`config.mk`:
```
export PLATFORM = sky130hd
export DESIGN_NAME = evtSeqArbiter
export DESIGN_NICKNAME = d
export VERILOG_FILES = /design/src/rtl/evt_seq_pkg.sv /design/src/rtl/evt_seq_ctrl.sv /design/src/rtl/evt_seq_dp.sv /design/src/rtl/evtSeqArbiter.sv
export SDC_FILE = /design/constraint.sdc
export NUM_CORES = 1
export LEC_CHECK = 0
export BUFFER_PORTS_ARGS = -buffer_cell sky130_fd_sc_hd__buf_2
export CAP_MARGIN = 40
export CORE_AREA = 5 5 42 44
export CTS_BUF_LIST = sky130_fd_sc_hd__clkbuf_16
export CTS_CLUSTER_DIAMETER = 60
export DETAILED_ROUTE_END_ITERATION = 10
export DIE_AREA = 0 0 47 49
export PLACE_DENSITY = 0.66
export SYNTH_ARGS = -nofsm -noshare
export SYNTH_HDL_FRONTEND = slang
export SYNTH_HIERARCHICAL = 1
export SYNTH_SLANG_ARGS = --single-unit
```
`constraint.sdc`:
```
create_clock -name clk -period 1.3 [get_ports clk]
set_input_delay 0.065 -clock clk [delete_from_list [all_inputs] [get_ports clk]]
set_output_delay 0.065 -clock clk [all_outputs]
set_load 0.01 [all_outputs]
```
`src/rtl/evt_seq_pkg.sv`:
```
package evt_seq_pkg;
  // Line indices inside the synchronizer bank
  localparam int LINE_A = 0;
  localparam int LINE_B = 1;
  localparam int LINE_N = 2;
  localparam int NUM_LINES = 3;

  typedef struct packed {
    logic grantA;    // toggle grant A this cycle
    logic grantB;    // toggle grant B this cycle
    logic flipPrio;  // contested grant, move round-robin pointer
    logic flagErr;   // protocol violation seen
    logic keepA;     // request A pending after this cycle
    logic keepB;     // request B pending after this cycle
    logic holdTok;   // token waiting after this cycle
  } seqStrobe_t;
endpackage

```
`src/rtl/evt_seq_ctrl.sv`:
```
module evt_seq_ctrl
  import evt_seq_pkg::*;
(
  input  logic       evtA,
  input  logic       evtB,
  input  logic       evtN,
  input  logic       pendA,
  input  logic       pendB,
  input  logic       tokHeld,
  input  logic       prioB,
  output seqStrobe_t strobe
);
  logic effA, effB, tokLive, bothPend, pickA, pickB;

  always_comb begin
    effA     = pendA | evtA;
    effB     = pendB | evtB;
    tokLive  = tokHeld | evtN;
    bothPend = effA & effB;
    pickA    = tokLive & effA & (~effB | ~prioB);
    pickB    = tokLive & effB & (~effA | prioB);

    strobe          = '0;
    strobe.grantA   = pickA;
    strobe.grantB   = pickB;
    strobe.flipPrio = tokLive & bothPend;
    strobe.flagErr  = (evtA & pendA) | (evtB & pendB) | (evtN & tokHeld);
    strobe.keepA    = effA & ~pickA;
    strobe.keepB    = effB & ~pickB;
    strobe.holdTok  = tokLive & ~(pickA | pickB);
  end
endmodule

```
`src/rtl/evt_seq_dp.sv`:
```
module evt_seq_dp
  import evt_seq_pkg::*;
#(
  parameter int SYNC_STAGES = 2
) (
  input  logic       clk,
  input  logic       rstN,
  input  logic [NUM_LINES-1:0] lineIn,
  input  seqStrobe_t strobe,
  output logic       evtA,
  output logic       evtB,
  output logic       evtN,
  output logic       pendA,
  output logic       pendB,
  output logic       tokHeld,
  output logic       prioB,
  output logic       grantA,
  output logic       grantB,
  output logic       protoErr
);
  localparam int CHAIN_LEN = SYNC_STAGES + 1;

  logic [NUM_LINES-1:0] evtVec;

  for (genvar g = 0; g < NUM_LINES; g++) begin : gLine
    logic [CHAIN_LEN-1:0] chain;
    always_ff @(posedge clk or negedge rstN) begin
      if (!rstN) chain <= '0;
      else       chain <= {chain[CHAIN_LEN-2:0], lineIn[g]};
    end
    assign evtVec[g] = chain[CHAIN_LEN-1] ^ chain[CHAIN_LEN-2];
  end

  assign evtA = evtVec[LINE_A];
  assign evtB = evtVec[LINE_B];
  assign evtN = evtVec[LINE_N];

  always_ff @(posedge clk or negedge rstN) begin
    if (!rstN) begin
      pendA    <= 1'b0;
      pendB    <= 1'b0;
      tokHeld  <= 1'b0;
      prioB    <= 1'b0;
      grantA   <= 1'b0;
      grantB   <= 1'b0;
      protoErr <= 1'b0;
    end else begin
      pendA   <= strobe.keepA;
      pendB   <= strobe.keepB;
      tokHeld <= strobe.holdTok;
      if (strobe.flipPrio) prioB  <= ~prioB;
      if (strobe.grantA)   grantA <= ~grantA;
      if (strobe.grantB)   grantB <= ~grantB;
      if (strobe.flagErr)  protoErr <= 1'b1;
    end
  end

  // never two grants from one decision
  a_r8_single_grant: assert property (@(posedge clk) disable iff (!rstN)
    !(!$stable(grantA) && !$stable(grantB)));
  // a grant transition needs a token in hand
  a_r4_grant_needs_token: assert property (@(posedge clk) disable iff (!rstN)
    (!$stable(grantA) || !$stable(grantB)) |-> $past(tokHeld || evtN));
  // grant A needs request A outstanding
  a_r2_grant_a_pending: assert property (@(posedge clk) disable iff (!rstN)
    !$stable(grantA) |-> $past(pendA || evtA));
  // grant B needs request B outstanding
  a_r3_grant_b_pending: assert property (@(posedge clk) disable iff (!rstN)
    !$stable(grantB) |-> $past(pendB || evtB));
  // priority moves only when both requests were outstanding
  a_r7_prio_contested: assert property (@(posedge clk) disable iff (!rstN)
    !$stable(prioB) |-> $past((pendA || evtA) && (pendB || evtB)));
  // a held token means nothing is pending
  a_r5_held_idle: assert property (@(posedge clk) disable iff (!rstN)
    tokHeld |-> (!pendA && !pendB));
  // error flag is sticky
  a_r11_err_sticky: assert property (@(posedge clk) disable iff (!rstN)
    protoErr |=> protoErr);
endmodule

```
`src/rtl/evtSeqArbiter.sv`:
```
module evtSeqArbiter
  import evt_seq_pkg::*;
#(
  parameter int SYNC_STAGES = 2
) (
  input  logic clk,
  input  logic rstN,
  input  logic reqA,
  input  logic reqB,
  input  logic nextTok,
  output logic grantA,
  output logic grantB,
  output logic protoErr
);
  seqStrobe_t strobe;
  logic evtA, evtB, evtN, pendA, pendB, tokHeld, prioB;
  logic [NUM_LINES-1:0] lineIn;

  always_comb begin
    lineIn         = '0;
    lineIn[LINE_A] = reqA;
    lineIn[LINE_B] = reqB;
    lineIn[LINE_N] = nextTok;
  end

  evt_seq_dp #(.SYNC_STAGES(SYNC_STAGES)) u_dp (
    .clk(clk), .rstN(rstN), .lineIn(lineIn), .strobe(strobe),
    .evtA(evtA), .evtB(evtB), .evtN(evtN),
    .pendA(pendA), .pendB(pendB), .tokHeld(tokHeld), .prioB(prioB),
    .grantA(grantA), .grantB(grantB), .protoErr(protoErr)
  );

  evt_seq_ctrl u_ctrl (
    .evtA(evtA), .evtB(evtB), .evtN(evtN),
    .pendA(pendA), .pendB(pendB), .tokHeld(tokHeld), .prioB(prioB),
    .strobe(strobe)
  );
endmodule

```
After elaboration in Yosys (flattened, before gate mapping) --
Index checks and enable logic that the tools add are counted.
Storage, ports and cells: register bits 16, latch bits 0, memory bits (writable) 0, memory bits (read-only) 0, input port bits 5, output and inout bits 3, logic and storage cells 41, memories kept 0
Operators by class: $add $sub $neg 0, $mul 0, divide/modulo/power cells 0, order comparisons 0, equal/unequal tests 0, shifts and indexed selects 0, muxes and demuxes 0, bitwise gates (word level) 31, reduce and logical (&&, ||, !) cells 0
Operators by type and width (count):
- $and 1x1->1 | 12
- $not 1->1 | 8
- $or 1x1->1 | 8
- $xor 1x1->1 | 3

Depth between registers and ports, before layout --
word-level depth 8, depth in mapped cells 5, gate-level depth less buffers 4

Cells and area by module --
Netlist, hierarchy kept.
By module, submodules not included:
- evt_seq_dp | instances 1, cells an instance 23, area each 459.2 um^2, seq. area each 400.4 um^2
- evt_seq_ctrl | instances 1, cells an instance 16, area each 101.3 um^2, seq. area each 0.0 um^2

Worst setup path before layout --
Ideal clock, no wire load.
kind reg-to-reg, start register u_dp.gLine[2].chain[1], end register u_dp.grantB, setup time 125 ps, data arrival time 1113 ps, data required time 1175 ps, path slack 62 ps, cell stages (with the launch flop) 6, buffers on the path 1, clock period less this slack 1238 ps, cells stage by stage dfrtp_1 xor2_1 or2_1 o211a_1 buf_4 xor2_1
Between the ends: word-level cells in the longest chain between the ends 4
RTL lines:
- start: declaration | RTL line evt_seq_dp.sv:26 | logic [CHAIN_LEN-1:0] chain;
- start signal: assignment | RTL line evt_seq_dp.sv:29 | else chain <= {chain[CHAIN_LEN-2:0], lineIn[g]};
- $xor 1x1->1 | RTL line evt_seq_dp.sv:31 | assign evtVec[g] = chain[CHAIN_LEN-1] ^ chain[CHAIN_LEN-2];
- named net evtN | RTL line evtSeqArbiter.sv:16 | logic evtA, evtB, evtN, pendA, pendB, tokHeld, prioB;
- $or 1x1->1 | RTL line evt_seq_ctrl.sv:18 | tokLive = tokHeld | evtN;
- $and 1x1->1 (2 in a row) | RTL line evt_seq_ctrl.sv:21 | pickB = tokLive & effB & (~effA | prioB);
- named net u_ctrl.pickB | RTL line evt_seq_ctrl.sv:13 | logic effA, effB, tokLive, bothPend, pickA, pickB;
- end signal: assignment | RTL line evt_seq_dp.sv:53 | if (strobe.grantB) grantB <= ~grantB;
- end: declaration | RTL line evt_seq_dp.sv:18 | output logic grantB,
The timed path passes the listed nets, and every way through them passes these cells. A chain may end at the register's enable or synchronous reset.

==> flow_results.org <==
** Run status
- Status :: completed

** Synth
- Summed over all instances, the cell type with the most area after synthesis is sky130_fd_sc_hd__dfrtp_1.
- After synthesis the cells add up to between 500 and 600 µm².
- Summing the sequential cell areas from Yosys gives a little under three quarters of the chip area.
- By area the synthesized netlist is led by sky130_fd_sc_hd__dfrtp_1 (71%), sky130_fd_sc_hd__xor2_1 (9.4%), sky130_fd_sc_hd__buf_4 (2.7%).
- YS warnings :: 6
- Synthesis produced a netlist with a net count of 44.
- Count of cell types in the netlist :: 14
- Synthesized instance count :: 39
- Number of flops mapped to enable cells by yosys :: 0
- For this run, the leading register cell type out of synthesis is sky130_fd_sc_hd__dfrtp_1.
- Synthesis inferred 16 register bits.
- Dividing the synthesized area by the synthesized cell count gives 14.4 µm².
- Async S/R FF share, synth :: between 90% and 100%
- The synthesized design devotes to its leading area cell type 71.4% of total area.

** Placed design
- Input/output buffers :: 7
- The HPWL after detailed placement is 565 µm.
- The congestion estimate from routability-driven global placement came to between 0.6 and 0.7.
- After detailed placement, the total cell area comes to between 600 and 700 µm².
- Placed cell count :: 60

** Final layout
- Number of nets at the end of the flow :: 58
- The area growth from synthesis to layout is 32.8%.
- In the final layout, the share of cells above drive strength 1 is 26.9%.
- The number of antenna diodes in the final layout is 0.
- Most common library cell in the layout ignoring fill and taps :: sky130_fd_sc_hd__dfrtp_1
- The library cells used most frequently in the layout, excluding fill and tap cells, are sky130_fd_sc_hd__dfrtp_1 (16), sky130_fd_sc_hd__buf_2 (7), sky130_fd_sc_hd__dlygate4sd3_1 (4), sky130_fd_sc_hd__xor2_1 (4).
- Count of placed standard cells in the final layout, fillers left out :: 68
- Post-route cell area :: between 700 and 800 µm²

** Worst setup path
- The slowest stage of the critical path is the sky130_fd_sc_hd__dfrtp_1 cell.
- Top cell family by delay on the critical path :: flip-flops
- Class of the most critical setup path :: flip-flop to flip-flop
- CP Capture Type :: flip-flop
- Cell chain of the critical path :: xor2_2 > a222oi_1 > inv_1 > or2_1
- Largest fanout on the critical path :: 4
- Worst path buffer plus inverter count :: 1
- Data on the critical path arrives at its endpoint at approximately 1.4 ns.
- Kind of start point of the critical path :: flip-flop
- Worst endpoint required time :: 1.43 ns
- Delay of the slowest cell on the worst path :: ~0.4 ns

** Clock tree
- The longest clock path from root to sink contains 2 buffers.
- Clock-pin slew on the worst setup and hold paths :: roughly 0.05 ns
- Sinks on Clock Net :: 16
- The later pin in the worst-skew pair is clocked with a latency of ~0.25 ns.
- In this run the number of H-tree levels came out at 1.
- Number of buffers created by CTS :: 3
- Setup Fix Bufs, Post-CTS :: 0
- TritonCTS built the clock tree.
- Cell chosen for the clock root :: sky130_fd_sc_hd__clkbuf_16

** Drt
- In this run, the number of DRC markers left after iteration 0 of detailed routing was 4.
- For this run, the detailed router's first-pass iteration total came to 5.
- Via density :: just under 5
- DR vias :: approximately 340
- The count of nets left with antenna violations once routing finished came out at 0.
- Routed wire per std cell :: approximately 12 µm
- WL final :: just over 800 µm
- # DRC :: 0

** STA
- Of the available clock period, the critical path in the final layout requires around 95%.
- The number of endpoints with negative hold slack in the final report was 0.
- Achievable clock frequency :: approximately 810 MHz
- Summed negative setup slack over all endpoints :: 0 ns
- For the pin with the worst max-slew slack, the measured transition is roughly 0.34 ns.
- Headroom to the max-slew limit came out at 77.5%.
- Number of pins with negative max-slew slack in the final report :: 0
- Clock skew on the completed layout was measured at about 0.0028 ns.
- For the finished layout, the period the worst path requires is 1.24 ns.
- Setup repair after global routing missed its margin :: no
- Setup violations remaining at the end of the flow were counted as 0.

** Floorplanning
- In this run the count of I/O pins placed on the die edge is 8.
- The die covers ~2300 µm².
- Die Span X :: ~47 µm
- In this run the standard cell core region covers 1400 µm².
- Row count :: 14
- Die extent in y :: 49 µm
- Starting Density :: between 40% and 50%

** Min path
- The tightest min-delay check is of the input pin to asynchronous set/reset pin type.

** Flow run
- Across the run, the number of max-cap violations was 0.

** Pwr
- Internal power comes to 1.14 mW.
- PwrDens :: between 2000 and 2500 nW/µm²
- Part of the total power dissipated in sequential elements :: between 40% and 50%
- Summed over all cells, the static leakage comes to around 0.35 nW.
- Net switching is about 26% of the power.
- The completed layout was analyzed and its total power is ~1.5 mW.
- Combinational cell fraction of total power :: 17.6%
- VDD sags by at most 1220 µV.
- Per report_power, the clock group accounts for around two fifths of the total.
- Total net switching power :: around 0.40 mW

** GRT
- Maximum number of pins on one net before global-route repair :: 17
- Initial antenna violation count :: 0
- The first global-routing pass estimated 1620 µm of wire.
- All-Layer GR Usage :: a little over a tenth
- Total grt overflow :: 0
- The number of global-route vias before repair is ~370.
## cell type report
cell class | instances | area (µm²)
Clock buffer | 3 | 75.1
Timing Repair Buffer | 11 | 75.1
Fill cell | 122 | 657
Sequential cell | 16 | 400
Clock inverter | 1 | 3.75
Multi-Input combinational cell | 20 | 166
Tap cell | 16 | 20.0
Inverter | 1 | 3.75
## worst reg2reg max path, cell delays in order (launching register included)
cell and delay (ns):
sky130_fd_sc_hd__dfrtp_1 0.39, sky130_fd_sc_hd__xor2_2 0.20, sky130_fd_sc_hd__a222oi_1 0.27, sky130_fd_sc_hd__inv_1 0.06, sky130_fd_sc_hd__or2_1 0.20
## state kept, by name, indices dropped and copies added, names as in the netlist
signal	count
u_dp/gLine.chain	9
u_dp/grantA	1
u_dp/grantB	1
u_dp/pendA	1
u_dp/pendB	1
u_dp/prioB	1
u_dp/protoErr	1
u_dp/tokHeld	1
## layer usage
metal | wire, µm | GRT usage (%) | vias to the layer above
met2 | 376 | 14.3 | 9
met3 | 65 | 6.64 | 4
met1 | 337 | 12.2 | 172
met5 | 0 | 0 | -
met4 | 26 | 6.91 | 0
li1 | - | - | 152
## synth_stat cells, drive strengths merged (2+ instances only)
library cell / instances
dfrtp: 16
xor2: 6
nor2: 3
buf: 2
nor3: 2
or2: 2
## kinds of logic after synthesis
group / share of synthesized area (%)
buffers and inverters: 3.35
AO/OA/AOI/OAI: 8.71
XOR/XNOR: 9.37
flip-flops: 71.4
AND/OR/NAND/NOR: 7.14
## stage by stage
stage | hold WS (ns) | utilization (%) | setup slack (ns)
2_1_floorplan | -0.231 | - | 0.0620
3_3_place_gp | -0.0144 | 42.9 | 0.0302
5_1_grt | 0.291 | 53.1 | 0.00667
3_5_place_dp | -0.00843 | 42.9 | 0.0273
6_report | 0.248 | 53.1 | 0.0613
4_1_cts | 0.261 | 51.3 | 0.00809
## power by group through the flow
stage	Sequential, mW	Clock (mW)	Combinational (mW)
2_1_floorplan	0.679	0	0.192
3_3_place_gp	0.675	0	0.248
3_5_place_dp	0.677	0	0.253
4_1_cts	0.672	0.606	0.261
5_1_grt	0.687	0.643	0.311
6_report	0.672	0.594	0.271
## worst paths after layout
| path | end | slack (ns) | from | cells past startpoint |
|---|---|---|---|---|
| max | u_dp/protoErr | 0.06 | u_dp/gLine[0].chain[2] | 4 |
| min | u_dp/pendA | 0.25 | rstN | 2 |
| max reg2reg | u_dp/protoErr | 0.06 | u_dp/gLine[0].chain[2] | 4 |
| min reg2reg | u_dp/gLine[0].chain[1] | 0.35 | u_dp/gLine[0].chain[0] | 0 |
| max in group asynchronous | u_dp/protoErr | 0.80 | rstN | 2 |
| min in group clk | u_dp/gLine[0].chain[1] | 0.35 | u_dp/gLine[0].chain[0] | 0 |
## what timing repair did
action                                  in CTS  in global routing
gates resized for setup                      0                  4
hold buffers                                 4                  0
endpoints found under the setup margin       0                  4
hold endpoints to repair                    19                  0
Note: power is estimated with default switching activity, not from simulation.
